### config.mk
export PLATFORM = sky130hd
export DESIGN_NAME = lo_powerup_seq
export DESIGN_NICKNAME = d
export VERILOG_FILES = /design/src/rtl/lo_seq_pkg.sv /design/src/rtl/lo_cycle_timer.sv /design/src/rtl/lo_channel_fsm.sv /design/src/rtl/lo_powerup_seq.sv
export SDC_FILE = /design/constraint.sdc
export NUM_CORES = 1
export LEC_CHECK = 0
export ABC_AREA = 1
export CAP_MARGIN = 40
export CORE_UTILIZATION = 49
export DETAILED_ROUTE_END_ITERATION = 6
export DONT_BUFFER_PORTS = 1
export SLEW_MARGIN = 10
export SYNTH_ARGS = -nofsm -noshare
export SYNTH_HDL_FRONTEND = slang
export SYNTH_SLANG_ARGS = --single-unit
### constraint.sdc
create_clock -name clk -period 1.9 [get_ports clk]
set_input_delay 0.38 -clock clk [delete_from_list [all_inputs] [get_ports clk]]
set_output_delay 0.38 -clock clk [all_outputs]
set_load 0.02 [all_outputs]
### src/rtl/lo_seq_pkg.sv
package lo_seq_pkg;

    typedef enum logic [3:0] {
        ST_IDLE,
        ST_GAP,
        ST_DCREQ,
        ST_DCWAIT,
        ST_OUTON,
        ST_RUN,
        ST_FAULT,
        ST_DNOUT,
        ST_DNMID,
        ST_DNIN
    } lo_state_e;

    // Bit order inside a channel nibble is fixed by the analogue decoder.
    typedef struct packed {
        logic rmv;
        logic outp;
        logic mid;
        logic inp;
    } lo_bits_t;

endpackage

### src/rtl/lo_cycle_timer.sv
module lo_cycle_timer #(
    parameter int LIMIT = 8
) (
    input  logic clk,
    input  logic rst_n,
    input  logic run,
    output logic reached
);
    localparam int W = $clog2(LIMIT + 2);

    logic [W-1:0] cnt_q;

    always_ff @(posedge clk or negedge rst_n) begin
        if (!rst_n) begin
            cnt_q <= '0;
        end else if (!run) begin
            cnt_q <= '0;
        end else if (cnt_q < W'(LIMIT)) begin
            cnt_q <= cnt_q + 1'b1;
        end
    end

    assign reached = (cnt_q >= W'(LIMIT));
endmodule

### src/rtl/lo_channel_fsm.sv
module lo_channel_fsm
    import lo_seq_pkg::*;
#(
    parameter int GAP_CYC = 8,
    parameter int TO_CYC  = 16
) (
    input  logic     clk,
    input  logic     rst_n,
    input  logic     start,
    input  logic     path_ok,
    input  logic     shutdown,
    input  logic     dc_done,
    output lo_bits_t bits,
    output logic     dc_req,
    output logic     busy,
    output logic     err
);
    lo_state_e state_q, state_d;
    lo_bits_t  bits_q, bits_d;
    logic      gap_hit, to_hit;

    lo_cycle_timer #(.LIMIT(GAP_CYC)) i_gap_timer (
        .clk     (clk),
        .rst_n   (rst_n),
        .run     (state_q == ST_GAP),
        .reached (gap_hit)
    );

    lo_cycle_timer #(.LIMIT(TO_CYC - 1)) i_to_timer (
        .clk     (clk),
        .rst_n   (rst_n),
        .run     (state_q == ST_DCWAIT),
        .reached (to_hit)
    );

    always_comb begin
        state_d = state_q;
        bits_d  = bits_q;
        if (shutdown && (state_q inside {ST_GAP, ST_DCREQ, ST_DCWAIT,
                                         ST_OUTON, ST_RUN, ST_FAULT})) begin
            bits_d.rmv = 1'b0;
            state_d    = ST_DNOUT;
        end else if (!(shutdown && state_q == ST_IDLE)) begin
            unique case (state_q)
                ST_IDLE: if (start) begin
                    bits_d.inp = 1'b1;
                    state_d    = ST_GAP;
                end
                ST_GAP: if (gap_hit && path_ok) begin
                    bits_d.mid = 1'b1;
                    state_d    = ST_DCREQ;
                end
                ST_DCREQ: state_d = ST_DCWAIT;
                ST_DCWAIT: begin
                    if (dc_done) begin
                        bits_d.outp = 1'b1;
                        state_d     = ST_OUTON;
                    end else if (to_hit) begin
                        state_d = ST_FAULT;
                    end
                end
                ST_OUTON: begin
                    bits_d.rmv = 1'b1;
                    state_d    = ST_RUN;
                end
                ST_RUN, ST_FAULT: state_d = state_q;
                ST_DNOUT: begin
                    bits_d.outp = 1'b0;
                    state_d     = ST_DNMID;
                end
                ST_DNMID: begin
                    bits_d.mid = 1'b0;
                    state_d    = ST_DNIN;
                end
                ST_DNIN: begin
                    bits_d.inp = 1'b0;
                    state_d    = ST_IDLE;
                end
                default: state_d = ST_IDLE;
            endcase
        end
    end

    always_ff @(posedge clk or negedge rst_n) begin
        if (!rst_n) state_q <= ST_IDLE;
        else        state_q <= state_d;
    end

    always_ff @(posedge clk or negedge rst_n) begin
        if (!rst_n) bits_q <= '0;
        else        bits_q <= bits_d;
    end

    always_comb begin
        bits   = bits_q;
        dc_req = (state_q == ST_DCREQ);
        err    = (state_q == ST_FAULT);
        busy   = state_q inside {ST_GAP, ST_DCREQ, ST_DCWAIT, ST_OUTON,
                                 ST_DNOUT, ST_DNMID, ST_DNIN};
    end

    // Age of the input stage enable, used only to police the settling gap.
    logic [31:0] inp_age_q;
    always_ff @(posedge clk or negedge rst_n) begin
        if (!rst_n)               inp_age_q <= '0;
        else if (!bits_q.inp)     inp_age_q <= '0;
        else if (inp_age_q != '1) inp_age_q <= inp_age_q + 1'b1;
    end


    mid_gap_chk: assert property (@(posedge clk) disable iff (!rst_n)
        $rose(bits_q.mid) |-> (inp_age_q >= 32'(GAP_CYC)));


    mid_after_inp_chk: assert property (@(posedge clk) disable iff (!rst_n)
        $rose(bits_q.mid) |-> $past(bits_q.inp) && $past(path_ok));


    outp_after_done_chk: assert property (@(posedge clk) disable iff (!rst_n)
        $rose(bits_q.outp) |-> $past(dc_done) && bits_q.mid);


    rmv_last_chk: assert property (@(posedge clk) disable iff (!rst_n)
        $rose(bits_q.rmv) |-> $past(bits_q.outp));


    req_pulse_chk: assert property (@(posedge clk) disable iff (!rst_n)
        dc_req |=> !dc_req);


    fault_short_chk: assert property (@(posedge clk) disable iff (!rst_n)
        err |-> !bits_q.rmv && !bits_q.outp && bits_q.mid);


    one_bit_step_chk: assert property (@(posedge clk) disable iff (!rst_n)
        $countones(bits_q ^ $past(bits_q)) <= 1);
endmodule

### src/rtl/lo_powerup_seq.sv
module lo_powerup_seq
    import lo_seq_pkg::*;
#(
    parameter int CLK_KHZ     = 200000,
    parameter int GAP_US      = 20,
    parameter int DCOC_TO_CYC = 4096
) (
    input  logic       clk,
    input  logic       rst_n,
    input  logic [1:0] start,
    input  logic [1:0] path_ok,
    input  logic       shutdown,
    input  logic [1:0] dcoc_done,
    output logic [1:0] dcoc_req,
    output logic [7:0] ctrl,
    output logic [1:0] busy,
    output logic [1:0] dcoc_err
);
    localparam int NCH     = 2;
    localparam int GAP_CYC = (CLK_KHZ * GAP_US + 999) / 1000;

    for (genvar ch = 0; ch < NCH; ch++) begin : g_ch
        lo_bits_t nib;

        lo_channel_fsm #(
            .GAP_CYC (GAP_CYC),
            .TO_CYC  (DCOC_TO_CYC)
        ) i_fsm (
            .clk      (clk),
            .rst_n    (rst_n),
            .start    (start[ch]),
            .path_ok  (path_ok[ch]),
            .shutdown (shutdown),
            .dc_done  (dcoc_done[ch]),
            .bits     (nib),
            .dc_req   (dcoc_req[ch]),
            .busy     (busy[ch]),
            .err      (dcoc_err[ch])
        );

        assign ctrl[4*ch +: 4] = nib;
    end


    busy_err_excl_chk: assert property (@(posedge clk) disable iff (!rst_n)
        (busy & dcoc_err) == 2'b00);


    shut_drop_rmv_chk: assert property (@(posedge clk) disable iff (!rst_n)
        shutdown |=> (ctrl[7] == 1'b0) && (ctrl[3] == 1'b0));
endmodule

==> results of run 1 <==
timing repair:
| action | 4_1_cts | 5_1_grt |
|---|---|---|
| pin swaps | 11 | 9 |
| buffers inserted | 28 | 9 |
| endpoints found under the hold margin | 66 | 66 |
| resized for setup | 28 | 25 |
| setup endpoints to repair | 3 | 10 |
per-layer routing:
metal,track usage [%],vias up,part of all wire [%]
met5,0,-,0
met4,8.59,0,2.1
met3,5.47,15,4.6
met2,38.2,77,46
met1,32.3,1772,47
li1,-,1919,-
power breakdown:
part | internal, uW | switching (uW)
clock network | 456 | 561
registers | 1640 | 372
logic | 1280 | 1640
per-stage QoR:
| stage | instance area [um^2] | total power, uW | setup slack, ns |
|---|---|---|---|
| finish | 4780 | 5950 | -0.0193 |
| global route | 4780 | 6350 | -0.104 |
| CTS | 4590 | 5500 | -0.0123 |
| detailed placement | 4130 | 3780 | 0.175 |
| global placement | 4130 | 3770 | 0.174 |
| floorplan | 3980 | 3470 | 0.204 |
cell usage after synthesis:
cell type  instances  area share [%]
nand2_4            1            0.28
a31o_2             2            0.44
nand2_1          127              12
o21a_1             1            0.19
and3_1             2            0.31
o21bai_1           2            0.38
o2111ai_1          1            0.22
a21oi_1           25             3.1
xor2_1             5             1.1
dfrtp_1           66              41
buf_4              8             1.5
ha_1               6             1.9
o211ai_1           1            0.19
nor2_4             4             1.1
nand3_1           52             6.5
a311oi_1           2            0.44
o21ai_0           27             3.4
nor2_1            65             6.1
clkinv_2           1            0.13
nor3_1            20             2.5
buf_1              1           0.094
o31ai_1            3            0.57
nor2_2             6            0.94
a31oi_1            1            0.16
buf_2              1            0.13
nor4_1             1            0.16
nand2_2            6            0.94
o21ai_1            9             1.1
inv_1             73             6.9
or2_4              2            0.44
inv_2              2            0.19
xnor2_1            2            0.44
nand4_1           22             3.5
nand3_2            2            0.50
nor2_8             1            0.50
or3_1              1            0.16
path summary, 6_finish.rpt:
| kind | slack [ns] | cells after the start | to |
|---|---|---|---|
| setup / recovery | -0.02 | 5 | dcoc_err[1] |
| hold / removal | 0.12 | 1 | g_ch[0].i_fsm.bits[3]$_DFFE_PN0P_ |
| setup reg to reg | 0.08 | 12 | g_ch[1].i_fsm.bits[1]$_DFFE_PN0P_ |
| hold reg to reg | 0.51 | 1 | g_ch[1].i_fsm.i_to_timer.cnt_q[0]$_DFFE_PN0P_ |
| max in group asynchronous | 1.05 | 2 | g_ch[1].i_fsm.state_q[0]$_DFFE_PN0P_ |
| min in group asynchronous | 0.56 | 2 | g_ch[0].i_fsm.i_to_timer.cnt_q[6]$_DFFE_PN0P_ |
layout make-up:
| type | instances | area (um^2) |
|---|---|---|
| clock buffers | 9 | 124 |
| well taps | 102 | 128 |
| repair buffers | 51 | 418 |
| fillers | 724 | 3030 |
| multi-input cells | 399 | 2120 |
| flip-flops and latches | 66 | 1660 |
| inverters | 76 | 288 |
| clock inverters | 6 | 35.0 |
cell families (layout without fill, tap and decap cells):
group,Yosys count,count (layout),share of synthesized area (%)
flops,66,66,41.5
xor+xnor,7,7,1.54
compound gates,74,74,10.2
simple gates,312,312,36.0
buf+inv,86,142,8.92
fa+ha+maj,6,6,1.88
registers in the layout (all words and copies together), names as in the netlist:
signal                        count
g_ch.i_fsm.i_to_timer.cnt_q      26
g_ch.i_fsm.i_gap_timer.cnt_q     24
g_ch.i_fsm.bits                   8
g_ch.i_fsm.state_q                8
==> results.json, run 1 <==
{
  "antenna_found_initial": 0,
  "final_util_pct": 61.2,
  "cp.buffers_inverters": 3,
  "startpoint_type": "flip-flop",
  "fp.dieArea_um2": 8490,
  "slew_headroom_pct": 59.7,
  "io_buffers": 0,
  "syn_area_um2": 3980,
  "cts_root_buf": "clkbuf_8",
  "ios": 23,
  "numCtsBuffers": 9,
  "clockBufferDepth": 2,
  "status": "finished with violations",
  "syn_to_final_growth_pct": 19.9,
  "p_per_area_nw_per_um2": 1240,
  "slew_viol_final": 0,
  "diodes": 0,
  "hold_viol": 0,
  "whs_ns": 0.117,
  "final_cell_mix": "nand2_1 (118), inv_1 (65), nor2_1 (59), dfrtp_1 (58), nand3_1 (49)",
  "drt_wl_total_mm": 9.84,
  "cp-end-kind": "output port",
  "worstSetupPathType": "reg2out",
  "vias_per_cell": 5.34,
  "min_from": "shutdown",
  "grt_max_degree": 67,
  "drtAntennaViolNets": 0,
  "worstMarginPinSlew_ns": 0.600,
  "ys_types": 36,
  "crit_top_cell": "buf_4",
  "violations": "negative setup slack",
  "yosysSeqAreaShare_pct": 41.5,
  "drive_gt1_share_pct": 21.7,
  "initial_core_util_pct": 51.0,
  "drt-wirelength-per-cell_um": 13.9,
  "dpl.cell_count": 655,
  "syn_inst": 551,
  "cp.arrival_ns": 1.54,
  "critical_path_required_ns": 1.52,
  "cp_cell_sequence": "nor2_4 -> inv_2 -> buf_4 -> nor3_1 -> buf_4",
  "rsz0062_at_grt": "true",
  "finalWorstSetupSlack_ns": -0.0193,
  "drt_pre_antenna_iters": 4,
  "finalNonFillerCells": 709,
  "critPathSlowestCell": "dfrtp_2",
  "syn_nets": 566,
  "slowest_delay_ns": 0.47,
  "final_common_cell": "nand2_1",
  "ys.warnings.count": 0,
  "cts.clk_slew.worst_paths_ns": 0.08,
  "track_usage_pct": 24.1,
  "crit_fanout": 4,
  "num_vias": 3783,
  "die_y_um": 92.2,
  "drc": 0,
  "hold_class": "in2reg",
  "core_um2": 7810,
  "finalCritPeriodShare_pct": 101,
  "fin_skew_ns": 0.0104,
  "grt_pass1_vias": 3559,
  "finalSetupTns_ns": -0.0357,
  "clock_latency_ns": 0.35,
  "drtIter0Drc": 193,
  "cts_sinks": 66,
  "rr_startpoint": "g_ch[1].i_fsm.state_q[1]$_DFFE_PN0P_",
  "ir_drop_mv": 1.05,
  "dieWidth_um": 92.2,
  "startpoint": "g_ch[1].i_fsm.state_q[3]$_DFFE_PN0P_",
  "cts_max_level": 3,
  "gp_congestion": 0.870,
  "final-setup-viol-count": 2,
  "fmax_ghz": 0.521,
  "final_nets": 618,
  "static-leakage-power_uw": 0.00213,
  "grt_pass1_wl_mm": 16.2,
  "rows": 32,
  "cp_top_family": "flip-flops",
  "avgSynthCellArea_um2": 7.23,
  "gr-total-overflow": 0,
  "cts_tree": "built",
  "fin_crit_ns": 1.92,
  "synth_seq_cells": 66,
  "cap_viol_max_count": 0,
  "hpwl_mm": 6.37
}
Power figures use the tool's default switching activity.
==> run 2: changes to the inputs <==
BUFFER_PORTS_ARGS = -buffer_cell sky130_fd_sc_hd__buf_4   (was default)
DONT_BUFFER_PORTS = default   (was 1)
PLACE_DENSITY = 0.66   (was default)
clock period = 2.3 ns   (was 1.9 ns; I/O delays follow)
==> results.json, run 2 (synthesis results as in run 1) <==
{
  "status": "finished clean",
  "dpl.cell_count": 667,
  "drtIter0Drc": 153,
  "final_cell_mix": "nand2_1 (127), inv_1 (73), nor2_1 (63), dfrtp_1 (63), nand3_1 (52)",
  "dp_slack_ns": 0.392,
  "cp.buffers_inverters": 2,
  "num_vias": 3543,
  "cp-end-kind": "output port",
  "worstMarginPinSlew_ns": 0.594,
  "drt_pre_antenna_iters": 5,
  "critical_path_required_ns": 1.84,
  "gp_congestion": 0.896,
  "cts_tree": "built",
  "ir_drop_mv": 1.02,
  "initial_core_util_pct": 51.0,
  "slowest_delay_ns": 0.49,
  "grt_max_degree": 40,
  "slew_viol_final": 0,
  "grt_pass1_wl_mm": 15.4,
  "io_buffers": 22,
  "vias_per_cell": 5.19,
  "worstSetupPathType": "reg2out",
  "cp.arrival_ns": 1.77,
  "reg.largest.list": "g_ch.i_fsm.i_to_timer.cnt_q x26, g_ch.i_fsm.i_gap_timer.cnt_q x24",
  "finalNonFillerCells": 683,
  "placed_area_um2": 4240,
  "cts_sinks": 66,
  "drive_gt1_share_pct": 12.2,
  "fmax_ghz": 0.448,
  "largest_register_ffs": 26,
  "hold_class": "in2async",
  "fin_skew_ns": 0.00723,
  "crit_fanout": 9,
  "grt_pass1_vias": 3332,
  "clock_latency_ns": 0.35,
  "fill_cells": 732,
  "static-leakage-power_uw": 0.00202,
  "cts.clk_slew.worst_paths_ns": 0.08,
  "diodes": 0,
  "ff2ff_setup_slack_ns": 0.58,
  "hpwl_mm": 6.31,
  "cp_top_family": "simple AND/OR/NAND/NOR gates",
  "syn_to_final_growth_pct": 12.7,
  "critPathSlowestCell": "dfrtp_2",
  "cap_viol_max_count": 0,
  "seq_area_um2": 1660,
  "slew_headroom_pct": 60.2,
  "fin_crit_ns": 2.23,
  "final_nets": 591,
  "p_per_area_nw_per_um2": 999,
  "fin_area_um2": 4490,
  "track_usage_pct": 22.9,
  "cts_max_level": 3,
  "hold_viol": 0,
  "cts_root_buf": "clkbuf_8",
  "rsz0062_at_grt": "false",
  "rows": 32,
  "final_common_cell": "nand2_1",
  "dieWidth_um": 92.2,
  "finalWorstSetupSlack_ns": 0.0665,
  "cp_cell_sequence": "nand2_1 -> inv_2 -> nand2_2 -> nand4_1 -> or3_1 -> buf_4",
  "core_um2": 7810,
  "rr_startpoint": "g_ch[0].i_fsm.state_q[3]$_DFFE_PN0P_",
  "drt-wirelength-per-cell_um": 12.8,
  "gr-total-overflow": 0,
  "largest-register": "g_ch.i_fsm.i_to_timer.cnt_q",
  "finalSetupTns_ns": 0,
  "fp.dieArea_um2": 8490,
  "clockBufferDepth": 2,
  "startpoint_type": "flip-flop",
  "numCtsBuffers": 9,
  "drtAntennaViolNets": 0,
  "regToRegEndpoint": "g_ch[0].i_fsm.bits[1]$_DFFE_PN0P_",
  "multi_input_area_um2": 1990,
  "ios": 23,
  "finalCritPeriodShare_pct": 97.1,
  "antenna_found_initial": 0,
  "drc": 0,
  "cts_setup_buffers": 0,
  "drt_wl_total_mm": 8.74,
  "final-setup-viol-count": 0,
  "worstRegToRegCells": 9,
  "die_y_um": 92.2
}
-- run 2: cell count changes in the layout (fill, tap and decap cells not counted), sizes merged, moves of 2 or more --
| cell | before | now |
|---|---|---|
| clkbuf | 9 | 11 |
| bufinv | 0 | 3 |
| clkinv | 4 | 2 |
| buf | 50 | 24 |
-- run 2: through the flow --
stage	power, uW	hold WS, ns	util, %
floorplan	2870	0.164	-
global placement	3270	0.412	54.2
detailed placement	3280	0.416	54.2
CTS	4480	0.0312	57.3
global route	4810	0.0359	57.5
finish	4490	0.0231	57.5
-- run 2: how the worst max path moves through the flow --
stage | slack [ns] | from | cells after the start | to
floorplan | 0.52 | g_ch[1].i_fsm.state_q[0]$_DFFE_PN0P_ | 7 | busy[1]
global placement | 0.43 | g_ch[1].i_fsm.state_q[0]$_DFFE_PN0P_ | 7 | busy[1]
detailed placement | 0.39 | g_ch[1].i_fsm.state_q[0]$_DFFE_PN0P_ | 7 | busy[1]
CTS | 0.03 | g_ch[1].i_fsm.state_q[1]$_DFFE_PN0P_ | 5 | busy[1]
global route | 0.007 | g_ch[1].i_fsm.state_q[1]$_DFFE_PN0P_ | 6 | busy[1]
finish | 0.07 | g_ch[1].i_fsm.state_q[0]$_DFFE_PN0P_ | 6 | busy[1]
-- run 2: report_power, final --
| group | switching [uW] | total, uW | internal, uW |
|---|---|---|---|
| Combinational | 1120 | 1750 | 624 |
| Sequential | 215 | 1560 | 1350 |
| Clock | 459 | 1180 | 719 |
| Total | 1790 | 4490 | 2690 |
-- run 2: per-layer routing --
layer / share of wire (%) / GRT usage, % / vias to the layer above
li1: - / - / 1855
met1: 51 / 32.9 / 1614
met2: 44 / 34.3 / 61
met3: 2.5 / 4.15 / 13
met4: 1.6 / 8.85 / 0
met5: 0 / 0 / -
-- run 2: area by class of cell --
type                    instances  share of cell area, %
repair buffers                 24                   4.29
well taps                     102                   2.84
clock buffers                  11                   2.93
flip-flops and latches         66                   36.9
multi-input cells             399                   44.4
inverters                      76                   6.38
clock inverters                 5                   2.29
-- run 2: repair_timing --
item | in CTS | in global routing
resized for setup | 1 | 6
endpoints found under the hold margin | 0 | 0
hold buffers | 0 | 0
endpoints found under the setup margin | 1 | 2
==> run 3: changes to the inputs <==
BUFFER_PORTS_ARGS = -buffer_cell sky130_fd_sc_hd__buf_2   (was -buffer_cell sky130_fd_sc_hd__buf_4)
CORE_ASPECT_RATIO = 0.7   (was default)
==> results.json, run 3 (synthesis results as in run 1) <==
{
  "status": "finished clean",
  "postCtsHoldBufs": 0,
  "die_y_um": 77.4,
  "cts_tree": "built",
  "worstSetupPathType": "reg2out",
  "drc": 0,
  "antenna_found_initial": 0,
  "hpwl_mm": 6.64,
  "cts_sinks": 66,
  "rows": 27,
  "slew_viol_final": 0,
  "numCtsBuffers": 9,
  "critical_path_required_ns": 1.84,
  "drive_gt1_share_pct": 12.4,
  "clock_latency_ns": 0.33,
  "largest-register": "g_ch.i_fsm.i_to_timer.cnt_q",
  "gp_congestion": 0.888,
  "finalSetupTns_ns": 0,
  "final_util_pct": 56.8,
  "dpl.cell_count": 666,
  "dieWidth_um": 110,
  "hold_viol": 0,
  "num_vias": 3685,
  "static-leakage-power_uw": 0.00203,
  "cp-end-kind": "output port",
  "io_buffers": 22,
  "grt_pass1_wl_mm": 15.8,
  "ff2ff_setup_slack_ns": 0.49,
  "final_common_cell": "nand2_1",
  "drt_pre_antenna_iters": 4,
  "cts_root_buf": "clkbuf_16",
  "cap_viol_max_count": 0,
  "grt_max_degree": 51,
  "cts_resized": 0,
  "crit_fanout": 9,
  "cp.arrival_ns": 1.75,
  "cts.clk_slew.worst_paths_ns": 0.05,
  "clockBufferDepth": 2,
  "fin_crit_ns": 2.21,
  "hold_class": "in2async",
  "gr-total-overflow": 0,
  "fill_cells": 734,
  "slew_headroom_pct": 66.2,
  "diodes": 0,
  "syn_to_final_growth_pct": 12.3,
  "reg.largest.list": "g_ch.i_fsm.i_to_timer.cnt_q x26, g_ch.i_fsm.i_gap_timer.cnt_q x24",
  "ios": 23,
  "largest_register_ffs": 26,
  "vias_per_cell": 5.40,
  "startpoint_type": "flip-flop",
  "drtIter0Drc": 268,
  "cts_max_level": 3,
  "drt_wl_total_mm": 8.97,
  "fp.dieArea_um2": 8500,
  "cts_setup_buffers": 0,
  "initial_core_util_pct": 50.6,
  "core_um2": 7870,
  "track_usage_pct": 23.9,
  "final_cell_mix": "nand2_1 (126), inv_1 (73), dfrtp_1 (63), nor2_1 (62), nand3_1 (52)",
  "worstMarginPinSlew_ns": 0.503,
  "total_power_uw": 4510,
  "grt_pass1_vias": 3495,
  "final_nets": 591,
  "finalNonFillerCells": 682,
  "final-setup-viol-count": 0,
  "p_per_area_nw_per_um2": 1010,
  "drt-wirelength-per-cell_um": 13.1,
  "fin_skew_ns": 0.00444,
  "rsz0062_at_grt": "true",
  "drtAntennaViolNets": 0,
  "fmax_ghz": 0.452,
  "ir_drop_mv": 0.600,
  "finalCritPeriodShare_pct": 96.2
}
[run 3: cell types whose count changed in the layout (fill, tap and decap cells not counted), sizes merged]
cell	change
clkinv	+2
clkinvlp	-1
bufinv	-3
clkbuf	+2
[run 3: stage by stage]
step           hold slack (ns)  setup slack, ns  cell area (um^2)
2_1_floorplan            0.164            0.524              3980
3_3_place_gp             0.423            0.418              4180
3_5_place_dp             0.427            0.366              4180
4_1_cts                 0.0690          0.00799              4440
5_1_grt                 0.0907          -0.0112              4470
6_report                0.0645           0.0883              4470
[run 3: worst paths after layout]
kind | cells after the start | end | from
worst max-delay path | 5 | busy[1] | g_ch[1].i_fsm.state_q[1]$_DFFE_PN0P_
worst min register to register | 2 | g_ch[0].i_fsm.bits[2]$_DFFE_PN0P_ | g_ch[0].i_fsm.bits[2]$_DFFE_PN0P_
worst min-delay path | 1 | g_ch[0].i_fsm.i_to_timer.cnt_q[6]$_DFFE_PN0P_ | rst_n
max in group asynchronous | 2 | g_ch[1].i_fsm.state_q[0]$_DFFE_PN0P_ | rst_n
worst max register to register | 9 | g_ch[0].i_fsm.bits[1]$_DFFE_PN0P_ | g_ch[0].i_fsm.state_q[3]$_DFFE_PN0P_
min in group clk | 2 | g_ch[0].i_fsm.bits[3]$_DFFE_PN0P_ | shutdown
[run 3: area by class of cell]
class	instances	area, um^2	area share, %
clock buffers	13	250	5.59
clock inverters	3	15.0	0.336
multi-input cells	399	2000	44.8
flip-flops and latches	66	1660	37.0
well taps	101	126	2.82
repair buffers	24	138	3.08
inverters	76	287	6.40
[run 3: power by group]
group | switching [uW] | internal (uW)
combinational | 1160 | 558
clock | 475 | 753
sequential | 216 | 1350
[run 3: per-layer routing]
layer,up-vias,wire length (um),GRT usage [%]
li1,1875,-,-
met1,1705,4650,35.8
met2,91,3690,32.8
met3,14,491,6.89
met4,0,135,7.47
met5,-,0,0
[run 3: critical path: stages (launching register included)]
cell	delay [ns]
dfrtp_2	0.45
inv_1	0.11
nand3_2	0.18
nand4_1	0.15
or3_1	0.37
buf_2	0.17
